`config.mk`:
```
export PLATFORM = sky130hd
export DESIGN_NAME = ripple_alu
export DESIGN_NICKNAME = d
export VERILOG_FILES = /design/src/rtl/alu_pkg.sv /design/src/rtl/alu_decode.sv /design/src/rtl/alu_slice.sv /design/src/rtl/ripple_alu.sv
export SDC_FILE = /design/constraint.sdc
export NUM_CORES = 1
export LEC_CHECK = 0
export BUFFER_PORTS_ARGS = -buffer_cell sky130_fd_sc_hd__buf_4
export CORE_ASPECT_RATIO = 1.2
export CORE_UTILIZATION = 50
export DETAILED_ROUTE_END_ITERATION = 6
export GPL_TIMING_DRIVEN = 0
export PLACE_DENSITY = 0.79
export SLEW_MARGIN = 20
export SYNTH_ARGS = -nofsm -noshare
export SYNTH_HDL_FRONTEND = slang
export SYNTH_HIERARCHICAL = 1
export SYNTH_SLANG_ARGS = --single-unit
```
`constraint.sdc`:
```
create_clock -name vclk -period 31.2
set_input_delay 6.24 -clock vclk [all_inputs]
set_output_delay 6.24 -clock vclk [all_outputs]
set_load 0.05 [all_outputs]
```
`src/rtl/alu_pkg.sv`:
```
package alu_pkg;
    typedef enum logic [2:0] {
        OP_AND = 3'b000,
        OP_OR  = 3'b001,
        OP_ADD = 3'b010,
        OP_SUB = 3'b110,
        OP_SLT = 3'b111
    } alu_op_e;

    typedef enum logic [1:0] {
        SEL_AND  = 2'd0,
        SEL_OR   = 2'd1,
        SEL_SUM  = 2'd2,
        SEL_LESS = 2'd3
    } slice_sel_e;
endpackage

```
`src/rtl/alu_decode.sv`:
```
module alu_decode
    import alu_pkg::*;
(
    input  logic [2:0]  op,
    output logic        negate,
    output slice_sel_e  sel,
    output logic        arith,
    output logic        valid
);
    always_comb begin
        negate = 1'b0;
        sel    = SEL_AND;
        arith  = 1'b0;
        valid  = 1'b1;
        unique case (op)
            OP_AND: sel = SEL_AND;
            OP_OR:  sel = SEL_OR;
            OP_ADD: begin
                sel   = SEL_SUM;
                arith = 1'b1;
            end
            OP_SUB: begin
                sel    = SEL_SUM;
                negate = 1'b1;
                arith  = 1'b1;
            end
            OP_SLT: begin
                sel    = SEL_LESS;
                negate = 1'b1;
            end
            default: valid = 1'b0;
        endcase
    end
endmodule

```
`src/rtl/alu_slice.sv`:
```
module alu_slice
    import alu_pkg::*;
(
    input  logic        a,
    input  logic        b,
    input  logic        cin,
    input  logic        less,
    input  logic        negate,
    input  slice_sel_e  sel,
    output logic        res,
    output logic        sum,
    output logic        cout
);
    logic bx;

    always_comb begin
        bx   = b ^ negate;
        sum  = a ^ bx ^ cin;
        cout = (a & bx) | (a & cin) | (bx & cin);
        unique case (sel)
            SEL_AND:  res = a & bx;
            SEL_OR:   res = a | bx;
            SEL_SUM:  res = sum;
            SEL_LESS: res = less;
            default:  res = 1'b0;
        endcase
    end
endmodule

```
`src/rtl/ripple_alu.sv`:
```
module ripple_alu
    import alu_pkg::*;
#(
    parameter int WIDTH = 32
) (
    input  logic [WIDTH-1:0] opa,
    input  logic [WIDTH-1:0] opb,
    input  logic [2:0]       op,
    output logic [WIDTH-1:0] res,
    output logic             zero,
    output logic             ovf
);
    localparam int MSB = WIDTH - 1;

    logic       negate;
    logic       arith;
    logic       valid;
    slice_sel_e sel;
    logic [WIDTH-1:0] raw;
    logic       set_bit;
    logic       ovf_raw;

    alu_decode u_dec (
        .op     (op),
        .negate (negate),
        .sel    (sel),
        .arith  (arith),
        .valid  (valid)
    );

    for (genvar i = 0; i < WIDTH; i++) begin : g_slice
        logic ci;
        logic co;
        logic sm;
        logic lv;
        if (i == 0) begin : g_lsb
            assign ci = negate;
            assign lv = set_bit;
        end else begin : g_upper
            assign ci = g_slice[i-1].co;
            assign lv = 1'b0;
        end
        alu_slice u_slice (
            .a      (opa[i]),
            .b      (opb[i]),
            .cin    (ci),
            .less   (lv),
            .negate (negate),
            .sel    (sel),
            .res    (raw[i]),
            .sum    (sm),
            .cout   (co)
        );
    end

    assign set_bit = g_slice[MSB].sm;
    assign ovf_raw = g_slice[MSB].ci ^ g_slice[MSB].co;

    always_comb begin
        res  = valid ? raw : '0;
        ovf  = valid & arith & ovf_raw;
        zero = ~|res;
    end

    always_comb begin

        add_sum_chk: assert (!(op == OP_ADD) || res == opa + opb);

        sub_diff_chk: assert (!(op == OP_SUB) || res == opa - opb);

        slt_upper_chk: assert (!(op == OP_SLT) || res[WIDTH-1:1] == '0);

        add_ovf_chk: assert (!(op == OP_ADD) ||
            ovf == ((opa[MSB] == opb[MSB]) && (res[MSB] != opa[MSB])));

        no_overflow_chk: assert (!(op == OP_AND || op == OP_OR || op == OP_SLT) || !ovf);

        bad_op_chk: assert (!(op == 3'b011 || op == 3'b100 || op == 3'b101) ||
            (res == '0 && !ovf && zero));
    end
endmodule

```
### Word-level counts from Yosys, hierarchy flattened

Cells that the tools add are included.
Widths: inputs -> output; s select.

| storage, ports and cells | value |
|---|---|
| flip-flop bits (word level) | 0 |
| input port bits | 67 |
| output and inout port bits | 34 |
| word-level logic and storage cells | 342 |

| operators by class | value |
|---|---|
| eq/ne operators | 7 |
| multiplexer cells | 37 |
| bitwise gates (word level) | 291 |
| reductions and logical operators | 7 |

Operators by type and width:

| kind | count |
|---|---|
| $pmux 1 s4 | 32 |
| $and 1x1->1 | 98 |
| $xor 1x1->1 | 97 |
| $or 1x1->1 | 96 |
| $mux 32 | 1 |
| $reduce_or 32->1 | 1 |
| $eq 3x3->1 const B | 2 |
| $pmux 2 s3 | 1 |
| $reduce_or 5->1 | 1 |
| $eq 2x2->1 const B | 2 |
| $reduce_or 2->1 | 2 |
| $eq 3x1->1 const B | 1 |
| $eq 3x2->1 const B | 1 |
| $logic_not 3->1 | 1 |
| $mux 1 | 3 |
| $eq 2x1->1 const B | 1 |
| $logic_not 2->1 | 1 |
| $logic_not 1->1 | 1 |

### Logic depth before layout (Yosys ltp)

| depth | value |
|---|---|
| word-level depth | 102 |
| gate-level depth with buffers | 102 |
| gate-level depth less buffers | 102 |

### Modules after synthesis

The synthesis kept the hierarchy.

Modules (own cells, without submodules):

| module | times used | cells each | area an instance (µm²) | seq. area each (µm²) |
|---|---|---|---|---|
| alu_slice | 32 | 11 | 98.8 | 0.0 |
| ripple_alu | 1 | 49 | 326.6 | 0.0 |
| alu_decode | 1 | 8 | 52.6 | 0.0 |

### Worst setup path after synthesis

OpenSTA, ideal clock, no wires.

| path | value |
|---|---|
| kind | input-to-output |
| start | input op[1] |
| end | output zero |
| arrival | 23478 ps |
| required time | 24960 ps |
| path slack | 1482 ps |
| cell stages on the path | 102 |
| path buffers | 0 |
| cells stage by stage | and2_4 -> xor2_1 -> inv_1 -> fa_1 -> inv_1 -> inv_1 -> fa_1 -> inv_1 -> inv_1 -> fa_1 -> inv_1 -> inv_1 -> fa_1 -> inv_1 -> inv_1 -> fa_1 -> inv_1 -> inv_1 -> (+66 left out) -> fa_1 -> inv_1 -> inv_1 -> fa_1 -> inv_1 -> inv_1 -> fa_1 -> inv_1 -> inv_1 -> fa_1 -> inv_1 -> inv_1 -> fa_1 -> inv_1 -> mux4_2 -> nor4_2 -> nand4_1 -> o21ai_1 |

| on the way | value |
|---|---|
| longest elaborated chain between the ends | 102 |
| elaborated cells on any way between the ends | 334 |
| those cells by class | eq/ne (7); mux (36); bitwise (284); reduce/logical (7) |

Ends and longest elaborated chain:

| what | line | text |
|---|---|---|
| from (decl) | ripple_alu.sv:8 | `input logic [2:0] op,` |
| $eq 3x3->1 | alu_decode.sv:15 | `unique case (op)` |
| $reduce_or 2->1 (no line) * | n/a |  |
| $mux 1 * | alu_decode.sv:15 |  |
| $xor 1x1->1 | alu_slice.sv:17 | `bx = b ^ negate;` |
| $and 1x1->1 | alu_slice.sv:19 | `cout = (a & bx) \| (a & cin) \| (bx & cin);` |
| $or 1x1->1 | alu_slice.sv:19 |  |
| $or 1x1->1 * | alu_slice.sv:19 |  |
| net g_slice[0].co | ripple_alu.sv:33 | `logic co;` |
| (+3 left out) | n/a |  |
| net g_slice[1].co | ripple_alu.sv:33 |  |
| (+3 left out) | n/a |  |
| net g_slice[2].co | ripple_alu.sv:33 |  |
| (+3 left out) | n/a |  |
| net g_slice[3].co | ripple_alu.sv:33 |  |
| (+3 left out) | n/a |  |
| net g_slice[4].co | ripple_alu.sv:33 |  |
| (+3 left out) | n/a |  |
| net g_slice[5].co | ripple_alu.sv:33 |  |
| (+3 left out) | n/a |  |
| net g_slice[6].co | ripple_alu.sv:33 |  |
| (+3 left out) | n/a |  |
| net g_slice[7].co | ripple_alu.sv:33 |  |
| (+3 left out) | n/a |  |
| net g_slice[8].co | ripple_alu.sv:33 |  |
| (+3 left out) | n/a |  |
| net g_slice[10].ci | ripple_alu.sv:32 | `logic ci;` |
| (+3 left out) | n/a |  |
| net g_slice[10].co | ripple_alu.sv:33 |  |
| (+3 left out) | n/a |  |
| net g_slice[11].co | ripple_alu.sv:33 |  |
| (+3 left out) | n/a |  |
| net g_slice[12].co | ripple_alu.sv:33 |  |
| (+3 left out) | n/a |  |
| net g_slice[13].co | ripple_alu.sv:33 |  |
| (+3 left out) | n/a |  |
| net g_slice[14].co | ripple_alu.sv:33 |  |
| (+3 left out) | n/a |  |
| net g_slice[15].co | ripple_alu.sv:33 |  |
| (+3 left out) | n/a |  |
| net g_slice[16].co | ripple_alu.sv:33 |  |
| (+3 left out) | n/a |  |
| net g_slice[17].co | ripple_alu.sv:33 |  |
| (+3 left out) | n/a |  |
| net g_slice[18].co | ripple_alu.sv:33 |  |
| (+3 left out) | n/a |  |
| net g_slice[19].co | ripple_alu.sv:33 |  |
| (+3 left out) | n/a |  |
| net g_slice[20].co | ripple_alu.sv:33 |  |
| (+3 left out) | n/a |  |
| net g_slice[21].co | ripple_alu.sv:33 |  |
| (+3 left out) | n/a |  |
| net g_slice[22].co | ripple_alu.sv:33 |  |
| (+3 left out) | n/a |  |
| net g_slice[23].co | ripple_alu.sv:33 |  |
| (+3 left out) | n/a |  |
| net g_slice[24].co | ripple_alu.sv:33 |  |
| (+3 left out) | n/a |  |
| net g_slice[25].co | ripple_alu.sv:33 |  |
| (+3 left out) | n/a |  |
| net g_slice[26].co | ripple_alu.sv:33 |  |
| (+3 left out) | n/a |  |
| net g_slice[27].co | ripple_alu.sv:33 |  |
| (+3 left out) | n/a |  |
| net g_slice[28].co | ripple_alu.sv:33 |  |
| (+3 left out) | n/a |  |
| net g_slice[29].co | ripple_alu.sv:33 |  |
| (+3 left out) | n/a |  |
| net g_slice[30].co | ripple_alu.sv:33 |  |
| $xor 1x1->1 * | alu_slice.sv:18 | `sum = a ^ bx ^ cin;` |
| net g_slice[0].lv | ripple_alu.sv:35 | `logic lv;` |
| $pmux 1 s4 * | alu_slice.sv:20 | `unique case (sel)` |
| net raw[0] | ripple_alu.sv:19 | `logic [WIDTH-1:0] raw;` |
| $mux 32 * | ripple_alu.sv:60 | `res = valid ? raw : '0;` |
| $reduce_or 32->1 * | ripple_alu.sv:62 | `zero = ~\|res;` |
| $logic_not 1->1 * | ripple_alu.sv:62 |  |
| to (decl) | ripple_alu.sv:10 | `output logic zero,` |

The timed path passes the listed nets; every way through them passes the cells marked *.

### Worst setup path after layout

| path | value |
|---|---|
| start | input op[1] |
| end | output zero |

| on the way | value |
|---|---|
| longest elaborated chain between the ends | 102 |
| elaborated cells on any way between the ends | 334 |
| those cells by class | eq/ne (7); mux (36); bitwise (284); reduce/logical (7) |

Ends and longest elaborated chain:

| what | line |
|---|---|
| $eq 3x3->1 | alu_decode.sv:15 |
| $reduce_or 2->1 (no line) * | n/a |
| $mux 1 * | alu_decode.sv:15 |
| net g_slice[0].ci | ripple_alu.sv:32 |
| $xor 1x1->1 | alu_slice.sv:17 |
| $and 1x1->1 | alu_slice.sv:19 |
| $or 1x1->1 | alu_slice.sv:19 |
| $or 1x1->1 * | alu_slice.sv:19 |
| net g_slice[0].co | ripple_alu.sv:33 |
| (+3 left out) | n/a |
| net g_slice[1].co | ripple_alu.sv:33 |
| (+3 left out) | n/a |
| net g_slice[2].co | ripple_alu.sv:33 |
| (+3 left out) | n/a |
| net g_slice[3].co | ripple_alu.sv:33 |
| (+3 left out) | n/a |
| net g_slice[4].co | ripple_alu.sv:33 |
| (+3 left out) | n/a |
| net g_slice[5].co | ripple_alu.sv:33 |
| (+3 left out) | n/a |
| net g_slice[6].co | ripple_alu.sv:33 |
| (+3 left out) | n/a |
| net g_slice[7].co | ripple_alu.sv:33 |
| (+3 left out) | n/a |
| net g_slice[8].co | ripple_alu.sv:33 |
| (+3 left out) | n/a |
| net g_slice[10].ci | ripple_alu.sv:32 |
| (+3 left out) | n/a |
| net g_slice[10].co | ripple_alu.sv:33 |
| (+3 left out) | n/a |
| net g_slice[11].co | ripple_alu.sv:33 |
| (+3 left out) | n/a |
| net g_slice[12].co | ripple_alu.sv:33 |
| (+3 left out) | n/a |
| net g_slice[13].co | ripple_alu.sv:33 |
| (+3 left out) | n/a |
| net g_slice[14].co | ripple_alu.sv:33 |
| (+3 left out) | n/a |
| net g_slice[15].co | ripple_alu.sv:33 |
| (+3 left out) | n/a |
| net g_slice[16].co | ripple_alu.sv:33 |
| (+3 left out) | n/a |
| net g_slice[17].co | ripple_alu.sv:33 |
| (+3 left out) | n/a |
| net g_slice[18].co | ripple_alu.sv:33 |
| (+3 left out) | n/a |
| net g_slice[19].co | ripple_alu.sv:33 |
| (+3 left out) | n/a |
| net g_slice[20].co | ripple_alu.sv:33 |
| (+3 left out) | n/a |
| net g_slice[21].co | ripple_alu.sv:33 |
| (+3 left out) | n/a |
| net g_slice[22].co | ripple_alu.sv:33 |
| (+3 left out) | n/a |
| net g_slice[23].co | ripple_alu.sv:33 |
| (+3 left out) | n/a |
| net g_slice[24].co | ripple_alu.sv:33 |
| (+3 left out) | n/a |
| net g_slice[25].co | ripple_alu.sv:33 |
| (+3 left out) | n/a |
| net g_slice[26].co | ripple_alu.sv:33 |
| (+3 left out) | n/a |
| net g_slice[27].co | ripple_alu.sv:33 |
| (+3 left out) | n/a |
| net g_slice[28].co | ripple_alu.sv:33 |
| (+3 left out) | n/a |
| net g_slice[29].co | ripple_alu.sv:33 |
| (+3 left out) | n/a |
| net g_slice[30].co | ripple_alu.sv:33 |
| $xor 1x1->1 * | alu_slice.sv:18 |
| net g_slice[0].lv | ripple_alu.sv:35 |
| $pmux 1 s4 * | alu_slice.sv:20 |
| net raw[31] | ripple_alu.sv:19 |
| $mux 32 * | ripple_alu.sv:60 |
| $reduce_or 32->1 * | ripple_alu.sv:62 |
| $logic_not 1->1 * | ripple_alu.sv:62 |

Marks and branches as above.

==> impl_results.md <==
- Sequential share of power: 0%
- Max Cap Viol: 0
- Critical path class: in -> out
- Final Cycle Share: 96.4%
- Core area: 6850 sq um
- I/O pin count: 101
- Post-route ant nets: 0
- Utilization after layout: 68.8%
- Initial antenna violation count: 0
- Crit end category: output pin
- Row count: 33
- Actual slew at the worst max-slew pin: 0.544 ns
- # fillers: 575
- DR vias: 2908
- Drt first-iter violations: 64
- Area contributors post-synth: ha_1 23%, inv_1 20%, mux4_2 20%
- Nets@finish: 716
- Cell with the most instances after synthesis: inv_1
- Layout cells sized above 1: 28.7%
- CP Launch Point: op[1]
- Synth cell types: 21
- CP most frequent cell: inv_1
- Crit Path Max Fanout: 7
- Wire per inst: 12.4 microns
- Final setup violation count: 0
- CP required: 24.96 ns
- Post-DP HPWL: 6680 microns
- Syn Inst Count: 409
- Gr usage total: 20.5%
- Area delta synth->final: 33.1%
- Placed instance area: 4620 sq um
- Die Area: 7430 sq um
- Post-route minimum period: 30.07 ns
- Maximum vdd drop: 19.2 uV
- Register area: 0 sq um
- Status: complete, no violations
- CP Launch Type: input port
- Post-synthesis area per instance: 8.66 sq um
- Overall routed net length: 7900 microns
- Die W: 78.8 microns
- Logic pwr share: 100.0%
- CP top delay family: adder cells
- Grt total ovfl: 0
- # port buffers: 101
- CTS Hold Bufs: 0
- Sequential fraction of the synthesis area: 0%
- F_max: 0.0333 GHz
- Slowest CP cell: mux4_2
- Switch share: 58.7%
- # DRC: 0
- Clock power frac: 0%
- Internal power: 48.7 uW
- Final Hold Viols: 0
- Hold slack: 12.97 ns
- Rel. slew slack: 63.7%
- Final Max Slew Viols: 0
- Sw Pwr: 69.2 uW
- Vias per inst: 4.56
- Pin count of the biggest net entering global routing: 35
- Antenna Diode Count: 0
- Leakage power: 0.00286 uW
- Stages on worst setup path: 104
- Largest area contributor in the netlist: ha_1
- Worst path arrival time: 23.83 ns
- Hold Crit Class: in -> out
- CP endpoint: zero
- Starting density of the core: 51.7%
- Synth top area share: 22.6%
- PD cells: 25.0 nW/um^2
- Final instance area: 4720 sq um
- Clkbuf count: 0
- Vias in the first global route: 2831
- DRT Pass-1 Iters: 4
- Post-synth top cells: 193 x inv_1, 64 x ha_1, 33 x xor2_1
- Synth warnings: 6
- Worst Path Buf+Inv: 66
- CP max stage delay: 0.51 ns
- Placer Congestion: 0.843
- Chip Height: 94.2 microns
- Seq Cell Count: 0
- First-pass GRT wire length: 12100 microns
- Area of the mapped netlist: 3540 sq um
[what timing repair did]
action | CTS | global route
resized for setup | 0 | 6
setup endpoints to repair | 0 | 3
buffers inserted | 0 | 7
hold endpoints to repair | 0 | 0
[stage by stage]
stage	std cells	total power (uW)	TNS (ns)	setup WS, ns
floorplan	439	82.0	0	1.48
global placement	627	110	0	0.630
detailed placement	630	117	0	0.436
CTS	630	117	0	0.379
global route	638	130	-0.0327	-0.0327
finish	638	118	0	1.13
[layout by cell type, fill, tap and decap left out, drive strengths merged]
master and n:
nor4 8, clkbuf 1, nor2 1, nand4 2
conb 31, o21a 2, a21boi 1, ha 64
nand3b 1, o21ai 1, fa 32, mux4 32
xor2 33, buf 113, inv 193, nor2b 1
and2 34, and3 1
[logic make-up (layout without fill, tap and decap cells)]
| family | Yosys count | in the layout | synth area share, % |
|---|---|---|---|
| xor gates and xnor gates | 33 | 33 | 8.16 |
| AOI/OAI and AO/OA | 4 | 4 | 0.777 |
| muxes | 32 | 32 | 20.3 |
| adders and majority gates | 96 | 96 | 40.7 |
| buffers and inverters | 196 | 307 | 20.8 |
| and+or+nand+nor | 47 | 48 | 9.08 |
| other | 1 | 31 | 0.106 |
[worst min-delay path, stage by stage]
cell	delay, ns
buf_4	0.12
nor2b_1	0.05
and3_1	0.15
buf_4	0.18
[layer usage]
metal / GRT usage, % / wire [microns] / up-vias
met1: 24.0 / 2970 / 1434
met2: 41.7 / 4660 / 56
met5: 0 / 0 / -
met3: 0.680 / 168 / 8
met4: 2.42 / 91 / 0
li1: - / - / 1410
[worst min path at each step]
| stage | cells past startpoint | startpoint | to | slack, ns |
|---|---|---|---|---|
| after detailed placement | 4 | op[0] | ovf | 12.97 |
| after global routing | 4 | op[0] | ovf | 13.00 |
| after floorplan | 2 | op[0] | ovf | 12.82 |
| final | 4 | op[0] | ovf | 12.97 |
| after CTS | 4 | op[0] | ovf | 12.97 |
| after global placement | 4 | op[0] | ovf | 12.94 |
[power by group through the flow]
stage	Combinational, uW	Clock, uW	Sequential [uW]
after global routing	130	0	0
after floorplan	82.0	0	0
after detailed placement	117	0	0
after CTS	117	0	0
final	118	0	0
after global placement	110	0	0
[cell type report]
type	count	area, sq um	area share, %
tap	87	109	2.31
buffer	3	13.8	0.292
inverter	193	724	15.4
timing repair buffer	111	910	19.3
multi-input combinational	244	2960	62.7
Note: power is estimated with default switching activity, not from simulation.
